`src/rtl/sio_rx_pkg.sv`:
```
package sio_rx_pkg;

  typedef struct packed {
    logic brk;
    logic fe;
    logic pe;
    logic adr;
  } rx_flags_t;

  typedef enum logic [1:0] {
    PAR_NORMAL = 2'b00,
    PAR_FORCED = 2'b01,
    PAR_NONE   = 2'b10,
    PAR_MDROP  = 2'b11
  } par_sel_e;

  typedef enum logic [2:0] {
    S_IDLE, S_START, S_DATA, S_PAR, S_STOP, S_HOLD
  } rx_state_e;

endpackage

```
`src/rtl/sio_rx_deser.sv`:
```
module sio_rx_deser
  import sio_rx_pkg::*;
#(
  parameter int DATA_W = 8,
  parameter int OVS    = 16
) (
  input  logic              clk,
  input  logic              rst_n,
  input  logic              tick,
  input  logic              rxd,
  input  logic [1:0]        par_sel,
  input  logic              par_kind,
  output logic              start_ok,
  output logic              chr_vld,
  output logic [DATA_W-1:0] chr_data,
  output rx_flags_t         chr_flags
);

  localparam int CNT_W = $clog2(OVS);
  localparam int IDX_W = $clog2(DATA_W);
  localparam logic [CNT_W-1:0] MID  = CNT_W'(OVS/2 - 1);
  localparam logic [CNT_W-1:0] LAST = CNT_W'(OVS - 1);
  localparam logic [IDX_W-1:0] TOP  = IDX_W'(DATA_W - 1);

  rx_state_e         state_q, state_d;
  logic [CNT_W-1:0]  cnt_q, cnt_d;
  logic [IDX_W-1:0]  idx_q, idx_d;
  logic [DATA_W-1:0] sh_q, sh_d;
  logic              pbit_q, pbit_d;
  logic              has_par;
  logic              pbit_eff;
  logic              exp_par;

  assign has_par  = (par_sel != PAR_NONE);
  assign pbit_eff = has_par & pbit_q;
  assign exp_par  = (par_sel == PAR_FORCED) ? par_kind : ((^sh_q) ^ par_kind);

  always_comb begin
    state_d  = state_q;
    cnt_d    = cnt_q;
    idx_d    = idx_q;
    sh_d     = sh_q;
    pbit_d   = pbit_q;
    start_ok = 1'b0;
    chr_vld  = 1'b0;
    if (tick) begin
      case (state_q)
        S_IDLE: begin
          if (!rxd) begin
            state_d = S_START;
            cnt_d   = '0;
          end
        end
        S_START: begin
          if (cnt_q == MID) begin
            cnt_d = '0;
            if (!rxd) begin
              state_d  = S_DATA;
              idx_d    = '0;
              start_ok = 1'b1;
            end else begin
              state_d = S_IDLE;
            end
          end else begin
            cnt_d = cnt_q + 1'b1;
          end
        end
        S_DATA: begin
          if (cnt_q == LAST) begin
            cnt_d = '0;
            sh_d  = {rxd, sh_q[DATA_W-1:1]};
            if (idx_q == TOP) state_d = has_par ? S_PAR : S_STOP;
            else              idx_d   = idx_q + 1'b1;
          end else begin
            cnt_d = cnt_q + 1'b1;
          end
        end
        S_PAR: begin
          if (cnt_q == LAST) begin
            cnt_d   = '0;
            pbit_d  = rxd;
            state_d = S_STOP;
          end else begin
            cnt_d = cnt_q + 1'b1;
          end
        end
        S_STOP: begin
          if (cnt_q == LAST) begin
            cnt_d   = '0;
            chr_vld = 1'b1;
            state_d = rxd ? S_IDLE : S_HOLD;
          end else begin
            cnt_d = cnt_q + 1'b1;
          end
        end
        S_HOLD: begin
          if (rxd) state_d = S_IDLE;
        end
        default: state_d = S_IDLE;
      endcase
    end
  end

  // character record, valid together with chr_vld
  always_comb begin
    chr_data      = sh_q;
    chr_flags.fe  = ~rxd;
    chr_flags.brk = ~rxd & (sh_q == '0) & ~pbit_eff;
    chr_flags.pe  = ((par_sel == PAR_NORMAL) || (par_sel == PAR_FORCED)) & (pbit_q != exp_par);
    chr_flags.adr = (par_sel == PAR_MDROP) & pbit_q;
  end

  always_ff @(posedge clk or negedge rst_n) begin
    if (!rst_n) begin
      state_q <= S_IDLE;
      cnt_q   <= '0;
      idx_q   <= '0;
      sh_q    <= '0;
      pbit_q  <= 1'b0;
    end else begin
      state_q <= state_d;
      cnt_q   <= cnt_d;
      idx_q   <= idx_d;
      sh_q    <= sh_d;
      pbit_q  <= pbit_d;
    end
  end

endmodule

```
`src/rtl/sio_rx_fifo.sv`:
```
module sio_rx_fifo
  import sio_rx_pkg::*;
#(
  parameter int DATA_W = 8,
  parameter int DEPTH  = 4
) (
  input  logic              clk,
  input  logic              rst_n,
  input  logic              wr_en,
  input  logic [DATA_W-1:0] wr_data,
  input  rx_flags_t         wr_flags,
  input  logic              rd_en,
  output logic [DATA_W-1:0] head_data,
  output rx_flags_t         head_flags,
  output logic              empty,
  output logic              full,
  output logic              arr_vld,
  output logic [2:0]        arr_err
);

  localparam int AW = $clog2(DEPTH);
  localparam logic [AW:0] ONE = (AW+1)'(1);

  logic [DATA_W-1:0] dmem_q [DEPTH];
  rx_flags_t         fmem_q [DEPTH];
  logic [AW:0]       wptr_q, wptr_d, rptr_q, rptr_d;
  logic [AW:0]       count;
  logic [AW-1:0]     nxt_idx;
  logic              push, pop;
  rx_flags_t         nxt_flags;

  assign count   = wptr_q - rptr_q;
  assign empty   = (count == '0);
  assign full    = (count == (AW+1)'(DEPTH));
  assign push    = wr_en & ~full;
  assign pop     = rd_en & ~empty;
  assign nxt_idx = rptr_q[AW-1:0] + 1'b1;

  assign head_data  = dmem_q[rptr_q[AW-1:0]];
  assign head_flags = fmem_q[rptr_q[AW-1:0]];
  assign nxt_flags  = fmem_q[nxt_idx];

  always_comb begin
    wptr_d = wptr_q + (push ? ONE : '0);
    rptr_d = rptr_q + (pop  ? ONE : '0);
  end

  // record that becomes the head at the coming edge
  always_comb begin
    arr_vld = 1'b0;
    arr_err = '0;
    if (push && (empty || (pop && count == ONE))) begin
      arr_vld = 1'b1;
      arr_err = {wr_flags.brk, wr_flags.fe, wr_flags.pe};
    end else if (pop && count > ONE) begin
      arr_vld = 1'b1;
      arr_err = {nxt_flags.brk, nxt_flags.fe, nxt_flags.pe};
    end
  end

  always_ff @(posedge clk) begin
    if (push) begin
      dmem_q[wptr_q[AW-1:0]] <= wr_data;
      fmem_q[wptr_q[AW-1:0]] <= wr_flags;
    end
  end

  always_ff @(posedge clk or negedge rst_n) begin
    if (!rst_n) begin
      wptr_q <= '0;
      rptr_q <= '0;
    end else begin
      wptr_q <= wptr_d;
      rptr_q <= rptr_d;
    end
  end

endmodule

```
`src/rtl/sio_rx_ctl.sv`:
```
module sio_rx_ctl
  import sio_rx_pkg::*;
(
  input  logic      clk,
  input  logic      rst_n,
  input  logic      start_ok,
  input  logic      chr_vld,
  input  logic      q_empty,
  input  logic      q_full,
  input  logic      arr_vld,
  input  logic [2:0] arr_err,
  input  rx_flags_t head_flags,
  input  logic      cfg_blk_err,
  input  logic      cfg_irq_full,
  input  logic      cfg_rx_rts_auto,
  input  logic      cfg_tx_rts_auto,
  input  logic      sw_rts_on,
  input  logic      clr_err,
  output logic      st_break,
  output logic      st_frame,
  output logic      st_parity,
  output logic      st_addr,
  output logic      st_overrun,
  output logic      irq,
  output logic      rts_n
);

  logic [2:0] acc_q, acc_d;
  logic       ovr_q, ovr_d;
  logic       rts_n_q, rts_n_d;
  logic       auto_on;
  logic [2:0] head_err;

  assign auto_on  = cfg_rx_rts_auto & ~cfg_tx_rts_auto;
  assign head_err = q_empty ? 3'b000 : {head_flags.brk, head_flags.fe, head_flags.pe};

  always_comb begin
    acc_d = (clr_err ? 3'b000 : acc_q) | (arr_vld ? arr_err : 3'b000);
    ovr_d = (clr_err ? 1'b0 : ovr_q) | (chr_vld & q_full);
    if (!auto_on)     rts_n_d = ~sw_rts_on;
    else if (!q_full) rts_n_d = 1'b0;
    else if (start_ok) rts_n_d = 1'b1;
    else              rts_n_d = rts_n_q;
  end

  always_ff @(posedge clk or negedge rst_n) begin
    if (!rst_n) begin
      acc_q   <= '0;
      ovr_q   <= 1'b0;
      rts_n_q <= 1'b1;
    end else begin
      acc_q   <= acc_d;
      ovr_q   <= ovr_d;
      rts_n_q <= rts_n_d;
    end
  end

  assign {st_break, st_frame, st_parity} = cfg_blk_err ? acc_q : head_err;
  assign st_addr    = ~cfg_blk_err & ~q_empty & head_flags.adr;
  assign st_overrun = ovr_q;
  assign irq        = cfg_irq_full ? q_full : ~q_empty;
  assign rts_n      = rts_n_q;

endmodule

```
`src/rtl/sio_receiver.sv`:
```
module sio_receiver
  import sio_rx_pkg::*;
#(
  parameter int DATA_W = 8,
  parameter int DEPTH  = 4,
  parameter int OVS    = 16
) (
  input  logic              clk,
  input  logic              rst_n,
  input  logic              os_tick,
  input  logic              rxd,
  input  logic [1:0]        cfg_par_mode,
  input  logic              cfg_par_type,
  input  logic              cfg_blk_err,
  input  logic              cfg_irq_full,
  input  logic              cfg_rx_rts_auto,
  input  logic              cfg_tx_rts_auto,
  input  logic              sw_rts_on,
  input  logic              clr_err,
  input  logic              rd_en,
  output logic [DATA_W-1:0] rd_data,
  output logic              rd_valid,
  output logic              fifo_full,
  output logic              st_break,
  output logic              st_frame,
  output logic              st_parity,
  output logic              st_addr,
  output logic              st_overrun,
  output logic              irq,
  output logic              rts_n
);

  logic [1:0]        rsync_q;
  logic              rst_sync_n;
  logic              start_ok, chr_vld;
  logic [DATA_W-1:0] chr_data, head_data;
  rx_flags_t         chr_flags, head_flags;
  logic              q_empty, q_full, arr_vld;
  logic [2:0]        arr_err;

  // asynchronous assert, synchronous release
  always_ff @(posedge clk or negedge rst_n) begin
    if (!rst_n) rsync_q <= 2'b00;
    else        rsync_q <= {rsync_q[0], 1'b1};
  end
  assign rst_sync_n = rsync_q[1];

  sio_rx_deser #(.DATA_W(DATA_W), .OVS(OVS)) u_deser (
    .clk      (clk),
    .rst_n    (rst_sync_n),
    .tick     (os_tick),
    .rxd      (rxd),
    .par_sel  (cfg_par_mode),
    .par_kind (cfg_par_type),
    .start_ok (start_ok),
    .chr_vld  (chr_vld),
    .chr_data (chr_data),
    .chr_flags(chr_flags)
  );

  sio_rx_fifo #(.DATA_W(DATA_W), .DEPTH(DEPTH)) u_fifo (
    .clk       (clk),
    .rst_n     (rst_sync_n),
    .wr_en     (chr_vld),
    .wr_data   (chr_data),
    .wr_flags  (chr_flags),
    .rd_en     (rd_en),
    .head_data (head_data),
    .head_flags(head_flags),
    .empty     (q_empty),
    .full      (q_full),
    .arr_vld   (arr_vld),
    .arr_err   (arr_err)
  );

  sio_rx_ctl u_ctl (
    .clk            (clk),
    .rst_n          (rst_sync_n),
    .start_ok       (start_ok),
    .chr_vld        (chr_vld),
    .q_empty        (q_empty),
    .q_full         (q_full),
    .arr_vld        (arr_vld),
    .arr_err        (arr_err),
    .head_flags     (head_flags),
    .cfg_blk_err    (cfg_blk_err),
    .cfg_irq_full   (cfg_irq_full),
    .cfg_rx_rts_auto(cfg_rx_rts_auto),
    .cfg_tx_rts_auto(cfg_tx_rts_auto),
    .sw_rts_on      (sw_rts_on),
    .clr_err        (clr_err),
    .st_break       (st_break),
    .st_frame       (st_frame),
    .st_parity      (st_parity),
    .st_addr        (st_addr),
    .st_overrun     (st_overrun),
    .irq            (irq),
    .rts_n          (rts_n)
  );

  assign rd_valid  = ~q_empty;
  assign fifo_full = q_full;
  assign rd_data   = q_empty ? '0 : head_data;

endmodule

```
`config.mk`:
```
export PLATFORM = sky130hd
export DESIGN_NAME = sio_receiver
export DESIGN_NICKNAME = d
export VERILOG_FILES = /design/src/rtl/sio_rx_pkg.sv /design/src/rtl/sio_rx_deser.sv /design/src/rtl/sio_rx_fifo.sv /design/src/rtl/sio_rx_ctl.sv /design/src/rtl/sio_receiver.sv
export SDC_FILE = /design/constraint.sdc
export NUM_CORES = 1
export LEC_CHECK = 0
export ABC_AREA = 0
export BUFFER_PORTS_ARGS = -buffer_cell sky130_fd_sc_hd__buf_2
export CORE_MARGIN = 1
export CORE_UTILIZATION = 30
export CTS_BUF_LIST = sky130_fd_sc_hd__clkbuf_4 sky130_fd_sc_hd__clkbuf_8
export CTS_CLUSTER_SIZE = 28
export DETAILED_ROUTE_END_ITERATION = 7
export PLACE_DENSITY = 0.49
export SLEW_MARGIN = 20
export SYNTH_ARGS = -nofsm -noshare
export SYNTH_HDL_FRONTEND = slang
export SYNTH_HIERARCHICAL = 1
export SYNTH_SLANG_ARGS = --single-unit
```
`constraint.sdc`:
```
create_clock -name clk -period 4.4 [get_ports clk]
set_input_delay 0.44 -clock clk [delete_from_list [all_inputs] [get_ports clk]]
set_output_delay 0.44 -clock clk [all_outputs]
set_load 0.03 [all_outputs]
```
[Word-level counts from Yosys, hierarchy flattened]
Memory sizes are Yosys's and may differ from the RTL's.
Index checks and enable logic that the tools add are counted.
Widths: inputs -> output; s select.
Operators by class
  bitwise operators: 21
  $add $sub $neg: 6
  multiplexer cells: 46
  equality and inequality tests: 24
  reductions and logical operators: 18
  magnitude comparators: 1
Operators with widths (number)
  $mux 3: 19
  $mux 1: 19
  $pmux 3 s6: 1
  $eq 3x3->1 const B: 4
  $mux 4: 3
  $pmux 4 s3: 1
  $and 1x1->1: 11
  $ne 2x1->1 const B: 5
  $ne 2x2->1 const B: 5
  $reduce_and 3->1: 3
  $logic_not 8->1: 1
  $mux 8: 1
  $reduce_and 8->1: 1
  $reduce_xor 8->1: 1
  $not 1->1: 7
  $add 3x3->3: 2
  $eq 3x1->1 const B: 2
  $eq 3x2->1 const B: 2
  $logic_not 3->1: 2
  $pmux 3 s2: 1
  $reduce_and 6->1: 1
  $add 4x1->4 const B: 1
  $eq 4x3->1 const B: 1
  $eq 4x4->1 const B: 1
  other kinds (18): 21
Storage, ports and cells
  logic and storage cells: 129
  register bits: 32
  output and inout port bits: 17
  bits in writable memories: 48
  memories: 2
Memory list
  u_fifo.dmem_q: depth 4, bits a word 8, rd ports 1, clocked after Yosys merged registers in 0, write ports 1, line sio_rx_fifo.sv:24  | logic [DATA_W-1:0] dmem_q [DEPTH];
  u_fifo.fmem_q: depth 4, bits a word 4, rd ports 2, clocked after Yosys merged registers in 0, write ports 1, line sio_rx_fifo.sv:25  | rx_flags_t fmem_q [DEPTH];

[Logic depth before layout (Yosys ltp)]
  word-level depth: 10
  gate-level depth with buffers: 9
  mapped depth without buffers: 9

[Hierarchy]
The synthesis kept the hierarchy.
By module, submodules not included
  sio_rx_fifo: sequential area each 1591.5 um^2, instances 1, cells an instance 100, area an instance 2194.6 um^2
  sio_rx_deser: sequential area each 475.5 um^2, instances 1, cells an instance 127, area an instance 1217.4 um^2
  sio_rx_ctl: sequential area each 126.4 um^2, instances 1, cells an instance 29, area an instance 257.7 um^2
  sio_receiver: sequential area each 50.0 um^2, instances 1, cells an instance 12, area an instance 107.6 um^2

[Worst setup path before layout]
No wires, ideal clock.
  path kind: register -> output
  start: reg u_fifo.wptr_q[0]
  end: out irq
  slack: 1.545 ns
  arrival time: 2.415 ns
  path buffers: 0
  stages on the path, launching flop included: 8
  data required time: 3.960 ns
  path through: dfrtp_1 -> inv_1 -> ha_1 -> fa_1 -> xnor3_2 -> nor2_1 -> inv_1 -> mux2i_1
RTL lines
  start, declared: line sio_rx_fifo.sv:26  | logic [AW:0] wptr_q, wptr_d, rptr_q, rptr_d;
  start signal, assigned: line sio_rx_fifo.sv:73  | wptr_q <= wptr_d;
  $sub 3x3->3: line sio_rx_fifo.sv:32  | assign count = wptr_q - rptr_q;
  $eq 3x3->1: line sio_rx_fifo.sv:34  | assign full = (count == (AW+1)'(DEPTH));
  net fifo_full: line sio_receiver.sv:23  | output logic fifo_full,
  $mux 1: line sio_rx_ctl.sv:61  | assign irq = cfg_irq_full ? q_full : ~q_empty;
  end, declared: line sio_receiver.sv:29  | output logic irq,
The timed path passes the listed nets, and every way through them passes these cells.

[Final worst setup path]
  start: reg u_fifo.rptr_q[0]
  end: out st_frame
Between the ends
  word-level cells in the longest chain between the ends: 4
RTL lines
  start, declared: line sio_rx_fifo.sv:26
  start signal, assigned: line sio_rx_fifo.sv:74  | rptr_q <= rptr_d;
  $sub 3x3->3: line sio_rx_fifo.sv:32
  $logic_not 3->1: line sio_rx_fifo.sv:33  | assign empty = (count == '0);
  net q_empty: line sio_receiver.sv:38  | logic q_empty, q_full, arr_vld;
  $mux 3: line sio_rx_ctl.sv:35  | assign head_err = q_empty ? 3'b000 : {head_flags.brk, head_flags.fe, head_flags.pe};
  $mux 3: line sio_rx_ctl.sv:58  | assign {st_break, st_frame, st_parity} = cfg_blk_err ? acc_q : head_err;
  end, declared: line sio_receiver.sv:25  | output logic st_frame,
The timed path passes the listed nets, and every way through them passes these cells.

==> results.json <==
{
  "crit_arrival_ps": 2940,
  "detail_route.first_pass.iterations": 4,
  "setup_viol_count_final": 0,
  "dpl.hpwl_um": 4950,
  "grt_use_total": 0.1218,
  "die_h_um": 114.2,
  "place.gp.congestion": 0.7485,
  "yosys-top-cells-area": "edfxtp_1 38%, dfrtp_1 21%, mux4_2 8.9%",
  "grt_start_max_net_pins": 30,
  "fillCellCount": 1197,
  "initial_core_util": 0.3106,
  "final_period_minus_worst_setup_slack_ps": 3381,
  "tns_setup_ps": 0,
  "pins_over_slew_limit": 0,
  "timing.clock.skew_ps": 16.61,
  "tritoncts": "done",
  "synth_edf_count": 48,
  "drt-initial-drc-count": 125,
  "routedWlPerCell_um": 14.79,
  "placeableCoreArea_um2": 12160,
  "critical_path_peak_fanout": 17,
  "drt_drc_violations_left": 0,
  "crit-reg2reg-capture": "u_fifo/rptr_q[2]",
  "clkSlewWorstSetupHoldPaths_ps": 90,
  "timing.hold.worst.class": "reg2async",
  "drtAntennaViolNets": 0,
  "worst_setup_path_startpoint": "u_fifo/rptr_q[0]",
  "syn-cell-area_um2": 3777,
  "die-area_um2": 13040,
  "leakage_power_nw": 1.595,
  "worst-slew-pin-transition_ps": 985.1,
  "dpl_cell_area_um2": 4138,
  "finalCritPeriodShare": 0.7683,
  "max_cap_violations": 0,
  "timing.reg2reg.setup_slack_ps": 1580,
  "end_kind": "output port",
  "std_cell_rows": 40,
  "detailroute.via_count": 2223,
  "synth.largest_area_cell": "edfxtp_1",
  "port_buffers": 30,
  "clk_latency_ps": 360,
  "ys_dominant_reg_cell": "edfxtp_1",
  "cts_sinks": 80,
  "worstPathRequired_ps": 3960,
  "fin_area_um2": 4394,
  "crit_path_end": "st_frame",
  "n_antenna_cell": 0,
  "io_pins": 31,
  "syn_area_per_cell_um2": 14.09,
  "hold_violations_final": 0,
  "route.detailed.vias_per_inst": 4.631,
  "outcome": "complete, no violations",
  "synth_top_area_frac": 0.3816,
  "finish.net_count": 334,
  "power.ir.vdd_worst_v": 0.0001915,
  "tritoncts.num_buffers": 9,
  "postSynth.asyncResetShare": 0.4000,
  "netlist_instances": 268,
  "via_count_of_the_first_global_routing_pass": 2279,
  "root_buffer": "clkbuf_8",
  "routed_wl_um": 7101,
  "maxClockFrequency_mhz": 295.8,
  "crit_path_start_kind": "register",
  "cts_repair_resize_count": 0,
  "cts-htree-levels": 3,
  "die_x_um": 114.2,
  "drive_above_1_share": 0.2628,
  "worst_r2r_startpoint": "u_fifo/rptr_q[0]",
  "wire_length_of_the_first_global_routing_pass_um": 11920,
  "rsz_0062_raised_after_global_routing": "no",
  "cts-root-to-sink-buffers": 2,
  "syn-num-nets": 295,
  "seq_area_frac_synth": 0.5939,
  "synth_cell_types": 52,
  "relSlewSlack": 0.3433,
  "grt_remaining_overflow": 0,
  "reg2regPathDepth": 8,
  "syn_to_final_growth_pct": 16.33,
  "yosysWarningCount": 6,
  "setup.worst_path.class": "reg2out",
  "antenna_found_initial": 0,
  "ys_ff_latch": 80,
  "power-per-cell-area_nw_per_um2": 558.9
}
[logic make-up (layout without fill, tap and decap cells)]
| logic type | after synthesis | count (layout) | share of synthesized area |
|---|---|---|---|
| DFF | 80 | 80 | 0.5939 |
| and+or+nand+nor | 66 | 66 | 0.09705 |
| AOI/OAI and AO/OA | 39 | 39 | 0.07619 |
| muxes | 31 | 31 | 0.1328 |
| buffers and inverters | 31 | 75 | 0.03379 |
| adders and majority gates | 13 | 13 | 0.04505 |
| xor gates and xnor gates | 7 | 7 | 0.02021 |
| other | 1 | 1 | 0.0009928 |
[worst max-delay path, cell delays in order (launching register included)]
cell and delay, ps:
dfrtp_1 750, ha_1 390, fa_1 380, xnor3_2 290
and3_4 270, nand2b_1 150, o21ai_0 120, buf_2 210
[stage by stage]
step	hold WS [ps]	setup slack, ps	utilization	cells	power, mW
after floorplan	144.4	1545	-	268	1.629
after global placement	181.1	1401	0.3402	463	1.813
after detailed placement	185.7	1346	0.3402	463	1.821
after CTS	193.0	938.3	0.3613	480	2.492
after global routing	193.9	768.9	0.3613	480	2.596
final	192.8	1019	0.3613	480	2.456
[area by class of cell]
class / count / area (um^2) / area share
clock inverters: 5 / 107.6 / 0.02449
multi-input cells: 157 / 1406 / 0.3200
flip-flops and latches: 80 / 2243 / 0.5105
clock buffers: 11 / 138.9 / 0.03161
well taps: 168 / 210.2 / 0.04784
repair buffers: 37 / 205.2 / 0.04670
inverters: 22 / 82.58 / 0.01879
[state kept, by name, indices dropped and copies added, names as in the netlist]
name              cells
u_deser/idx_q         3
u_deser/state_q       3
u_ctl/st_overrun      1
u_fifo/rptr_q         3
u_fifo/dmem_q        32
rsync_q               2
u_ctl/rts_n           1
u_deser/chr_data      8
u_deser/pbit_q        1
u_deser/cnt_q         4
u_fifo/wptr_q         3
u_ctl/acc_q           3
u_fifo/fmem_q        16
[report_power, final]
group	switching [mW]	internal, mW	leakage, nW	total [mW]
sequential	0.150	0.849	0.698	0.998
combinational	0.462	0.336	0.772	0.798
clock	0.268	0.392	0.125	0.660
[placed cells by master (no fill, tap or decap), drive strengths merged, types with 8 or more instances in the layout]
master   n
nand2   17
edfxtp  48
nor2     8
clkbuf  11
dfrtp   31
mux4    15
nor2b   13
mux2i   13
buf     36
ha      12
inv     22
o21ai   15
[per-layer routing]
layer  track usage  vias up  share of wire
met5             0        -              0
met4       0.04675        0          0.015
met3       0.03494        6          0.035
met2        0.1927       34           0.48
met1        0.1583     1105           0.48
li1              -     1078              -
[how the worst min path moves through the flow]
stage                          start           to  cells past startpoint
after floorplan                rst_n   rsync_q[0]                      0
after global placement    rsync_q[1]  u_ctl/rts_n                      0
after detailed placement  rsync_q[1]  u_ctl/rts_n                      0
after CTS                 rsync_q[1]  u_ctl/rts_n                      0
after global routing       sw_rts_on  u_ctl/rts_n                      2
final                     rsync_q[1]  u_ctl/rts_n                      0
[cells in the mapped netlist (3+ instances only)]
master,n
a21oi_1,5
a32o_1,3
and3_1,3
buf_2,6
dfrtp_1,31
edfxtp_1,48
ha_1,12
inv_1,22
mux2_2,3
mux2i_1,13
mux4_2,15
nand2_1,17
nand3_1,5
nand4_1,3
nor2_1,6
nor2b_1,13
nor3_1,5
o21ai_0,14
xnor2_1,3
xor2_1,3
[repair_timing]
item,CTS,global route
setup endpoints to repair,0,0
buffers inserted,0,0
hold buffers,1,0
endpoints found under the hold margin,2,0
(Power assumes the default switching activity.)
